==> src/rtl/usb_irq_pkg.sv <==
`timescale 1ns/1ps
package usb_irq_pkg;
  localparam int unsigned N_CAUSE    = 11;
  localparam int unsigned N_DEV_EVT  = 4;
  localparam int unsigned N_CTRL_EVT = 5;

  typedef enum int unsigned {
    CS_VBUS   = 0,
    CS_RESUME = 1,
    CS_FRAME  = 2,
    CS_DEVST  = 3,
    CS_CTRL   = 4,
    CS_BEMPTY = 5,
    CS_NRDY   = 6,
    CS_BRDY   = 7,
    CS_BUSCHG = 8,
    CS_SACK   = 9,
    CS_SERR   = 10
  } cause_e;

  typedef logic [N_CAUSE-1:0] cause_vec_t;

  localparam logic [1:0] LS_SE0 = 2'b00;
  localparam logic [1:0] LS_K   = 2'b01;
  localparam logic [1:0] LS_J   = 2'b10;

  localparam cause_vec_t PERIPH_ONLY = cause_vec_t'((1 << CS_RESUME) | (1 << CS_DEVST) | (1 << CS_CTRL));
  localparam cause_vec_t HOST_ONLY   = cause_vec_t'((1 << CS_SACK) | (1 << CS_SERR));
endpackage

==> src/rtl/usb_irq_sync.sv <==
`timescale 1ns/1ps
module usb_irq_sync #(
  parameter int unsigned WIDTH  = 3,
  parameter int unsigned STAGES = 2
) (
  input  logic             clk_i,
  input  logic             rst_ni,
  input  logic [WIDTH-1:0] async_i,
  output logic [WIDTH-1:0] sync_o,
  output logic [WIDTH-1:0] prev_o,
  output logic             primed_o
);
  localparam int unsigned FILL = STAGES + 1;
  localparam int unsigned CW   = $clog2(FILL + 1);

  logic [STAGES-1:0][WIDTH-1:0] stage_q;
  logic [WIDTH-1:0]             prev_q;
  logic [CW-1:0]                fill_q;

  always_ff @(posedge clk_i or negedge rst_ni) begin
    if (!rst_ni) begin
      stage_q <= '0;
      prev_q  <= '0;
      fill_q  <= '0;
    end else begin
      stage_q[0] <= async_i;
      for (int s = 1; s < STAGES; s++) stage_q[s] <= stage_q[s-1];
      prev_q <= stage_q[STAGES-1];
      if (fill_q != CW'(FILL)) fill_q <= fill_q + 1'b1;
    end
  end

  // edges count only once prev holds a real sample
  assign sync_o   = stage_q[STAGES-1];
  assign prev_o   = prev_q;
  assign primed_o = (fill_q == CW'(FILL));
endmodule

==> src/rtl/usb_irq_frame_det.sv <==
`timescale 1ns/1ps
module usb_irq_frame_det #(
  parameter int unsigned FRAME_W = 11
) (
  input  logic               clk_i,
  input  logic               rst_ni,
  input  logic               host_mode_i,
  input  logic               sof_mode_i,
  input  logic               sof_sent_i,
  input  logic               sof_rcvd_i,
  input  logic               sof_bad_i,
  input  logic [FRAME_W-1:0] frame_num_i,
  output logic               evt_o
);
  logic [FRAME_W-1:0] last_q;
  logic               have_q;
  logic               track;
  logic               is_new;

  assign track  = host_mode_i ? sof_sent_i : sof_rcvd_i;
  assign is_new = !have_q || (frame_num_i != last_q);

  always_comb begin
    if (host_mode_i)     evt_o = sof_sent_i && is_new;
    else if (sof_mode_i) evt_o = sof_bad_i;
    else                 evt_o = sof_rcvd_i && is_new;
  end

  always_ff @(posedge clk_i or negedge rst_ni) begin
    if (!rst_ni) begin
      last_q <= '0;
      have_q <= 1'b0;
    end else if (track) begin
      last_q <= frame_num_i;
      have_q <= 1'b1;
    end
  end

  AST_BAD_SOF_GATED: assert property (@(posedge clk_i) disable iff (!rst_ni)
    ((host_mode_i || !sof_mode_i) && !sof_sent_i && !sof_rcvd_i) |-> !evt_o);
  AST_REPEAT_FRAME_QUIET: assert property (@(posedge clk_i) disable iff (!rst_ni)
    (track && !sof_bad_i) |=> ((track && !sof_bad_i && frame_num_i == $past(frame_num_i)) |-> !evt_o));
endmodule

==> src/rtl/usb_irq_status.sv <==
`timescale 1ns/1ps
module usb_irq_status #(
  parameter int unsigned N = 11
) (
  input  logic         clk_i,
  input  logic         rst_ni,
  input  logic [N-1:0] set_i,
  input  logic         clr_we_i,
  input  logic [N-1:0] clr_mask_i,
  input  logic [N-1:0] en_i,
  output logic [N-1:0] status_o,
  output logic         irq_o
);
  logic [N-1:0] clr_hit;
  assign clr_hit = {N{clr_we_i}} & clr_mask_i;

  for (genvar i = 0; i < N; i++) begin : g_bit
    logic bit_q;
    always_ff @(posedge clk_i or negedge rst_ni) begin
      if (!rst_ni)         bit_q <= 1'b0;
      else if (set_i[i])   bit_q <= 1'b1;
      else if (clr_hit[i]) bit_q <= 1'b0;
    end
    assign status_o[i] = bit_q;
  end

  assign irq_o = |(status_o & en_i);

  AST_EVENT_WINS: assert property (@(posedge clk_i) disable iff (!rst_ni)
    (set_i != '0) |=> ((status_o & $past(set_i)) == $past(set_i)));
  AST_HOLD_UNCLEARED: assert property (@(posedge clk_i) disable iff (!rst_ni)
    (status_o != '0) |=> ((status_o & $past(status_o & ~clr_hit)) == $past(status_o & ~clr_hit)));
  AST_NO_SPURIOUS_SET: assert property (@(posedge clk_i) disable iff (!rst_ni)
    (set_i == '0) |=> ((status_o & ~$past(status_o)) == '0));
endmodule

==> src/rtl/usb_irq_cause_unit.sv <==
`timescale 1ns/1ps
module usb_irq_cause_unit
  import usb_irq_pkg::*;
#(
  parameter int unsigned FRAME_W = 11,
  parameter int unsigned N_PIPE  = 8
) (
  input  logic                  clk_i,
  input  logic                  rst_ni,
  input  logic                  host_mode_i,
  input  logic                  sof_mode_i,
  input  logic                  suspended_i,
  input  logic                  vbus_i,
  input  logic [1:0]            line_state_i,
  input  logic                  sof_sent_i,
  input  logic                  sof_rcvd_i,
  input  logic                  sof_bad_i,
  input  logic [FRAME_W-1:0]    frame_num_i,
  input  logic [N_DEV_EVT-1:0]  dev_evt_i,
  input  logic [N_CTRL_EVT-1:0] ctrl_evt_i,
  input  logic                  setup_ack_i,
  input  logic                  setup_err_i,
  input  logic [N_PIPE-1:0]     pipe_bemp_i,
  input  logic [N_PIPE-1:0]     pipe_nrdy_i,
  input  logic [N_PIPE-1:0]     pipe_brdy_i,
  input  logic [N_CAUSE-1:0]    irq_en_i,
  input  logic                  clr_we_i,
  input  logic [N_CAUSE-1:0]    clr_data_i,
  output logic [N_CAUSE-1:0]    status_o,
  output logic                  vbus_lvl_o,
  output logic                  irq_o
);
  localparam int unsigned SYNC_W = 3;

  logic [SYNC_W-1:0] s_now, s_prev;
  logic              primed;
  logic [1:0]        ls_now, ls_prev;
  logic              vbus_chg, ls_chg, resume_hit, frame_evt;
  logic              is_periph;
  cause_vec_t        set_vec;

  usb_irq_sync #(.WIDTH(SYNC_W), .STAGES(2)) u_sync (
    .clk_i   (clk_i),
    .rst_ni  (rst_ni),
    .async_i ({vbus_i, line_state_i}),
    .sync_o  (s_now),
    .prev_o  (s_prev),
    .primed_o(primed)
  );

  assign ls_now     = s_now[1:0];
  assign ls_prev    = s_prev[1:0];
  assign vbus_chg   = primed && (s_now[2] != s_prev[2]);
  assign ls_chg     = primed && (ls_now != ls_prev);
  assign is_periph  = !host_mode_i;
  assign resume_hit = is_periph && suspended_i && ls_chg && (ls_prev == LS_J) &&
                      ((ls_now == LS_K) || (ls_now == LS_SE0));

  usb_irq_frame_det #(.FRAME_W(FRAME_W)) u_frame (
    .clk_i      (clk_i),
    .rst_ni     (rst_ni),
    .host_mode_i(host_mode_i),
    .sof_mode_i (sof_mode_i),
    .sof_sent_i (sof_sent_i),
    .sof_rcvd_i (sof_rcvd_i),
    .sof_bad_i  (sof_bad_i),
    .frame_num_i(frame_num_i),
    .evt_o      (frame_evt)
  );

  always_comb begin
    set_vec            = '0;
    set_vec[CS_VBUS]   = vbus_chg;
    set_vec[CS_RESUME] = resume_hit;
    set_vec[CS_FRAME]  = frame_evt;
    set_vec[CS_DEVST]  = is_periph && (dev_evt_i != '0);
    set_vec[CS_CTRL]   = is_periph && (ctrl_evt_i != '0);
    set_vec[CS_BEMPTY] = |pipe_bemp_i;
    set_vec[CS_NRDY]   = |pipe_nrdy_i;
    set_vec[CS_BRDY]   = |pipe_brdy_i;
    set_vec[CS_BUSCHG] = ls_chg;
    set_vec[CS_SACK]   = host_mode_i && setup_ack_i;
    set_vec[CS_SERR]   = host_mode_i && setup_err_i;
  end

  usb_irq_status #(.N(N_CAUSE)) u_status (
    .clk_i     (clk_i),
    .rst_ni    (rst_ni),
    .set_i     (set_vec),
    .clr_we_i  (clr_we_i),
    .clr_mask_i(clr_data_i),
    .en_i      (irq_en_i),
    .status_o  (status_o),
    .irq_o     (irq_o)
  );

  assign vbus_lvl_o = s_now[2];

  AST_HOST_BLOCKS_PERIPH: assert property (@(posedge clk_i) disable iff (!rst_ni)
    (host_mode_i && ((status_o & PERIPH_ONLY) == '0)) |=> ((status_o & PERIPH_ONLY) == '0));
  AST_PERIPH_BLOCKS_HOST: assert property (@(posedge clk_i) disable iff (!rst_ni)
    (!host_mode_i && ((status_o & HOST_ONLY) == '0)) |=> ((status_o & HOST_ONLY) == '0));
  AST_RESUME_NEEDS_SUSPEND: assert property (@(posedge clk_i) disable iff (!rst_ni)
    (!suspended_i && !status_o[CS_RESUME]) |=> !status_o[CS_RESUME]);
  AST_IRQ_MASKED: assert property (@(posedge clk_i) disable iff (!rst_ni)
    (irq_en_i == '0) |-> !irq_o);
endmodule

==> config.mk <==
export PLATFORM = sky130hd
export DESIGN_NAME = usb_irq_cause_unit
export DESIGN_NICKNAME = d
export VERILOG_FILES = /design/src/rtl/usb_irq_pkg.sv /design/src/rtl/usb_irq_sync.sv /design/src/rtl/usb_irq_frame_det.sv /design/src/rtl/usb_irq_status.sv /design/src/rtl/usb_irq_cause_unit.sv
export SDC_FILE = /design/constraint.sdc
export NUM_CORES = 1
export LEC_CHECK = 0
export ABC_AREA = 1
export BUFFER_PORTS_ARGS = -buffer_cell sky130_fd_sc_hd__buf_2
export CORE_AREA = 2 2 68 70
export DETAILED_ROUTE_END_ITERATION = 12
export DIE_AREA = 0 0 70 72
export GPL_ROUTABILITY_DRIVEN = 1
export PLACE_DENSITY = 0.74
export SLEW_MARGIN = 40
export SYNTH_ARGS = -nofsm -noshare
export SYNTH_HDL_FRONTEND = slang
export SYNTH_SLANG_ARGS = --single-unit
export TNS_END_PERCENT = 20
==> constraint.sdc <==
create_clock -name clk_i -period 1.4 [get_ports clk_i]
set_input_delay 0.21 -clock clk_i [delete_from_list [all_inputs] [get_ports clk_i]]
set_output_delay 0.21 -clock clk_i [all_outputs]
set_load 0.1 [all_outputs]
### Word level (Yosys, flattened, before mapping)

Cells that the tools add are included.

* register bits after elaboration: 34
* input bits: 80
* word-level logic and storage cells: 86

* $add $sub $neg: 1
* equality and inequality tests: 7
* mux-type cells: 25
* bitwise gates (word level): 2
* reduce and logical (&&, ||, !) cells: 34

Operator list (count)
* $mux 1: 25
* $reduce_or 8->1: 3
* $and 11x11->11: 2
* $reduce_bool 2->1: 11
* $logic_and 1x1->1: 12
* $ne 11x11->1: 1
* $reduce_or 11->1: 1
* $reduce_bool 5->1: 1
* $eq 2x2->1 const B: 2
* $reduce_bool 4->1: 1
* $add 2x1->2 const B: 1
* $eq 2x1->1 const B: 1
* $logic_not 1->1: 2
* $logic_not 2->1: 1
* $logic_or 1x1->1: 2
* $ne 2x2->1: 1
* $ne 2x2->1 const B: 1
* $ne 1x1->1: 1

### Longest topological paths before layout

* depth in word-level cells: 6
* depth in mapped cells: 9
* mapped depth without buffers: 9

### By module

A second synthesis with hierarchy kept.

* cells, all modules: 243
* area, all modules: 1819.2 µm²

Modules (own cells, without submodules)
* usb_irq_frame_det: instances 1, cells each 108, area an instance 701.9 µm², sequential area each 300.3 µm²
* usb_irq_status: instances 1, cells each 66, area an instance 573.0 µm², sequential area each 275.3 µm²
* usb_irq_sync: instances 1, cells each 24, area an instance 352.8 µm², sequential area each 275.3 µm²
* usb_irq_cause_unit: instances 1, cells each 45, area an instance 191.4 µm², sequential area each 0.0 µm²

### Least setup slack after synthesis

No wires, ideal clock.

* kind: flip-flop to output port
* from: register u_status.g_bit[7].bit_q
* to: output port irq_o
* data arrival time: 1.451 ns
* required time: 1.190 ns
* setup slack: -0.261 ns
* stages on the path, launching flop included: 5
* cell sequence: dfrtp_1 -> nand2_1 -> nand2_1 -> a221oi_1 -> nand3_1

* cells in the longest elaborated chain, start to end: 2

RTL lines
* start, declared: line usb_irq_status.sv:18 `logic bit_q;`
* start signal, assigned: line usb_irq_status.sv:20 `if (!rst_ni) bit_q <= 1'b0;`
* start signal, assigned: line usb_irq_status.sv:21 `else if (set_i[i]) bit_q <= 1'b1;`
* start signal, assigned: line usb_irq_status.sv:22 `else if (clr_hit[i]) bit_q <= 1'b0;`
* $and 11x11->11: line usb_irq_status.sv:27 `assign irq_o = |(status_o & en_i);`
* $reduce_or 11->1: line usb_irq_status.sv:27
* end, declared: line usb_irq_cause_unit.sv:31 `output logic irq_o`

No other way between the ends.

### Final worst setup path

* from: register u_status.g_bit[0].bit_q
* to: output port irq_o

* cells in the longest elaborated chain, start to end: 2

RTL lines (line)
* start, declared: usb_irq_status.sv:18
* start signal, assigned: usb_irq_status.sv:20
* start signal, assigned: usb_irq_status.sv:21
* start signal, assigned: usb_irq_status.sv:22
* $and 11x11->11: usb_irq_status.sv:27
* $reduce_or 11->1: usb_irq_status.sv:27

No other way between the ends.

==> run_results.csv <==
group,metric,value,unit
cts,cts_sinks,34,
run_status,outcome,"complete, but fails checks",
final_layout,final_cell_mix,"buf_2, nand2_1, inv_1, dfrtp_1, buf_4",
critical_path,path_common_cell,"nand2_1",
yosys,synth-xor-area-share,1.49,%
power,leakage,1.39,nW
place,dp_slack,-0.0396,ns
min_path,hold_class,"primary input to flop",
critical_path,crit_family,"flip-flops",
timing,setup_viol,1,
timing,fin_crit,1.63,ns
final_layout,final_cells,371,
floorplan,core,4260,um^2
timing,fin_skew,0.00371,ns
global_routing,first_global_vias,1581,
yosys,syn_area,1770,um^2
yosys,yosys.area.top_type_share,48.2,%
cts,cts_tree,"yes",
timing,fin_hold_ws,0.0301,ns
final_layout,area_growth_syn_to_layout,40.5,%
global_routing,antenna_found_initial,0,
place,dp_hpwl,3.17,mm
place,place_congestion,0.782,
final_layout,nFillCells,397,
global_routing,grt_first_pass_wirelength,6.73,mm
yosys,ys_warn_count,0,
yosys,synth_seq_area_share,48.2,%
final_layout,nNetsFinal,399,
timing,hold_viol,0,
drt,wl,3.99,mm
yosys,yosys_register_bits,34,
floorplan,die_w,70,um
cts,ctsRootBufferMaster,"clkbuf_8",
run_status,violations,"setup timing",
job,drv_cap,0,
yosys,synth_area_per_cell,8.22,um^2
yosys,synth.area.top_cells,"dfrtp_1, nand2_1, inv_1, o21ai_2, buf_4",
drt,ant_nets,0,
yosys,synth_top_area_cell,"dfrtp_1",
place,port_buffers,92,
yosys,syn-num-nets,296,
critical_path,critPathKind,"flop to output port",
critical_path,crit_buf_inv,2,
cts,clockBufferDepth,2,
place,placed_area,2310,um^2
power,powerDensity,999,nW/um^2
drt,drt_first_pass_iters,4,
cts,cts_htree_levels,2,
timing,finalMaxSlewViolations,0,
floorplan,rows,24,
yosys,synth_top_family_by_area,"simple AND/OR/NAND/NOR gates",
yosys,synth_fa_ha_area_share,0.708,%
power,vdd_drop_max,782,uV
cts,cts_made_buffers,5,
timing,rsz0062_at_grt,"yes",
yosys,ys_types,23,
yosys,synth_compound_area_share,11.1,%
floorplan,ios,93,
global_routing,grt-ovfl-total,0,
yosys,synth-simple-area-share,24.2,%
critical_path,critical_path_arrival,1.42,ns
yosys,synthMuxAreaShare,0,%
place,dpl.cell_count,359,
timing,maxSlewHeadroom,68.1,%
critical_path,crit_chain,"nand2_1 > nand2_1 > a221oi_2 > buf_4 > nand3_4 > buf_12",
drt,via_per_inst,4.45,
critical_path,worst_setup_path_start_kind,"flop",
critical_path,cpPeakStageDelay,0.38,ns
timing,period_share,116,%
drt,drt_iter0_drc,32,
critical_path,crit_path_top_delay_cell,"dfrtp_1",
final_layout,drive_above_1_share,42.6,%
timing,max_freq,0.614,GHz
floorplan,start_util,41.4,%
drt,drc_errors,0,
cts,cts.clk_slew.worst_paths,0.06,ns
final_layout,insertedDiodeCount,0,
final_layout,layout_commonest_cell,"buf_2",
critical_path,cp.required,1.19,ns
cts,clock_latency,0.28,ns
final_layout,design_area,2480,um^2
yosys,syn_inst,215,
drt,wl_per_cell,10.8,um
floorplan,die-area,5040,um^2
timing,tightestPinTransition,0.482,ns
global_routing,track_usage,17.2,%
floorplan,die_h,72,um
timing,layout_setup_ws,-0.228,ns
critical_path,cp_max_fo,2,
drt,vias,1652,
global_routing,grt_max_degree,25,
critical_path,cp-end-kind,"output port",
-- kinds of logic (layout without fill, tap and decap cells) --
group | Yosys count | after routing
AO/OA/AOI/OAI | 24 | 24
AND/OR/NAND/NOR | 104 | 104
adder cells (fa/ha/maj) | 1 | 1
buffers and inverters | 49 | 153
flip-flops | 34 | 34
XOR/XNOR | 3 | 3
-- final cells by class --
class | instances | area (um^2) | area share (%)
multi-input combinational | 132 | 692 | 27.9
clock inverter | 1 | 5.00 | 0.202
sequential | 34 | 851 | 34.3
timing repair buffer | 111 | 656 | 26.4
tap | 52 | 65.1 | 2.62
clock buffer | 7 | 86.3 | 3.48
inverter | 34 | 128 | 5.14
-- what timing repair did --
| item | 4_1_cts | 5_1_grt |
|---|---|---|
| gates resized for setup | 9 | 7 |
| buffers inserted | 2 | 1 |
| pin swaps | 5 | 0 |
| hold buffers | 1 | 0 |
| hold endpoints to repair | 13 | 0 |
| setup endpoints to repair | 1 | 6 |
-- per-stage QoR --
step                      util, %  TNS (ns)  power [mW]
after floorplan                 -         0        1.54
after global placement       54.1   -0.0156        1.74
after detailed placement     54.1   -0.0396        1.75
after CTS                    57.7    -0.161        2.50
after global routing         58.2    -0.304        2.64
final                        58.2    -0.228        2.48
-- Yosys cell counts --
master	number
nor4_1	7
xnor2_1	3
a22o_1	3
buf_2	1
nor3_1	2
and2_4	1
or2_2	1
a221oi_1	2
o21ai_0	2
dfrtp_1	34
a21oi_1	2
nand2_1	81
a31oi_1	1
nand3_1	8
nor2_1	4
a22o_2	2
inv_1	34
buf_6	2
o21ai_2	11
buf_4	11
ha_1	1
a32o_1	1
buf_8	1
-- sequential cells by signal, summed over array words and instances (netlist names) --
register and count:
u_frame.have_q 1, u_sync.fill_q 2, u_sync.stage_q 3, u_status.g_bit.bit_q 11, u_sync.sync_o 3, u_frame.last_q 11, u_sync.prev_o 3
-- power breakdown --
part | total [mW] | leakage, nW | switching, mW | internal [mW]
clock | 0.727 | 0.0482 | 0.331 | 0.396
sequential | 1.11 | 0.378 | 0.0499 | 1.06
combinational | 0.648 | 0.965 | 0.390 | 0.258
-- path summary, 6_finish.rpt --
| kind | startpoint | endpoint | cells after the start | slack, ns |
|---|---|---|---|---|
| setup reg to reg | u_frame.last_q[4] | u_status.g_bit[2].bit_q | 8 | 0.34 |
| max in group asynchronous | rst_ni | u_frame.last_q[6] | 3 | 0.56 |
| setup / recovery | u_status.g_bit[0].bit_q | irq_o | 6 | -0.23 |
| hold / removal | line_state_i[1] | u_sync.stage_q[1] | 1 | 0.03 |
| hold reg to reg | u_sync.stage_q[1] | u_sync.sync_o[1] | 0 | 0.35 |
| min in group asynchronous | rst_ni | u_status.g_bit[7].bit_q | 2 | 0.36 |
-- worst register-to-register path: cells and delay by family (launching register included) --
family                 cells  cell delay [ns]
buffers and inverters      1             0.06
and+or+nand+nor            7             0.51
DFF                        1             0.39
-- layer usage --
metal	global-route usage, %	up-vias	wire (um)
met5	0	-	0
li1	-	865	-
met1	18.7	711	1600
met4	7.05	0	55
met2	31.1	69	1970
met3	5.56	7	362
No activity file was read; power rests on OpenSTA's default activity.
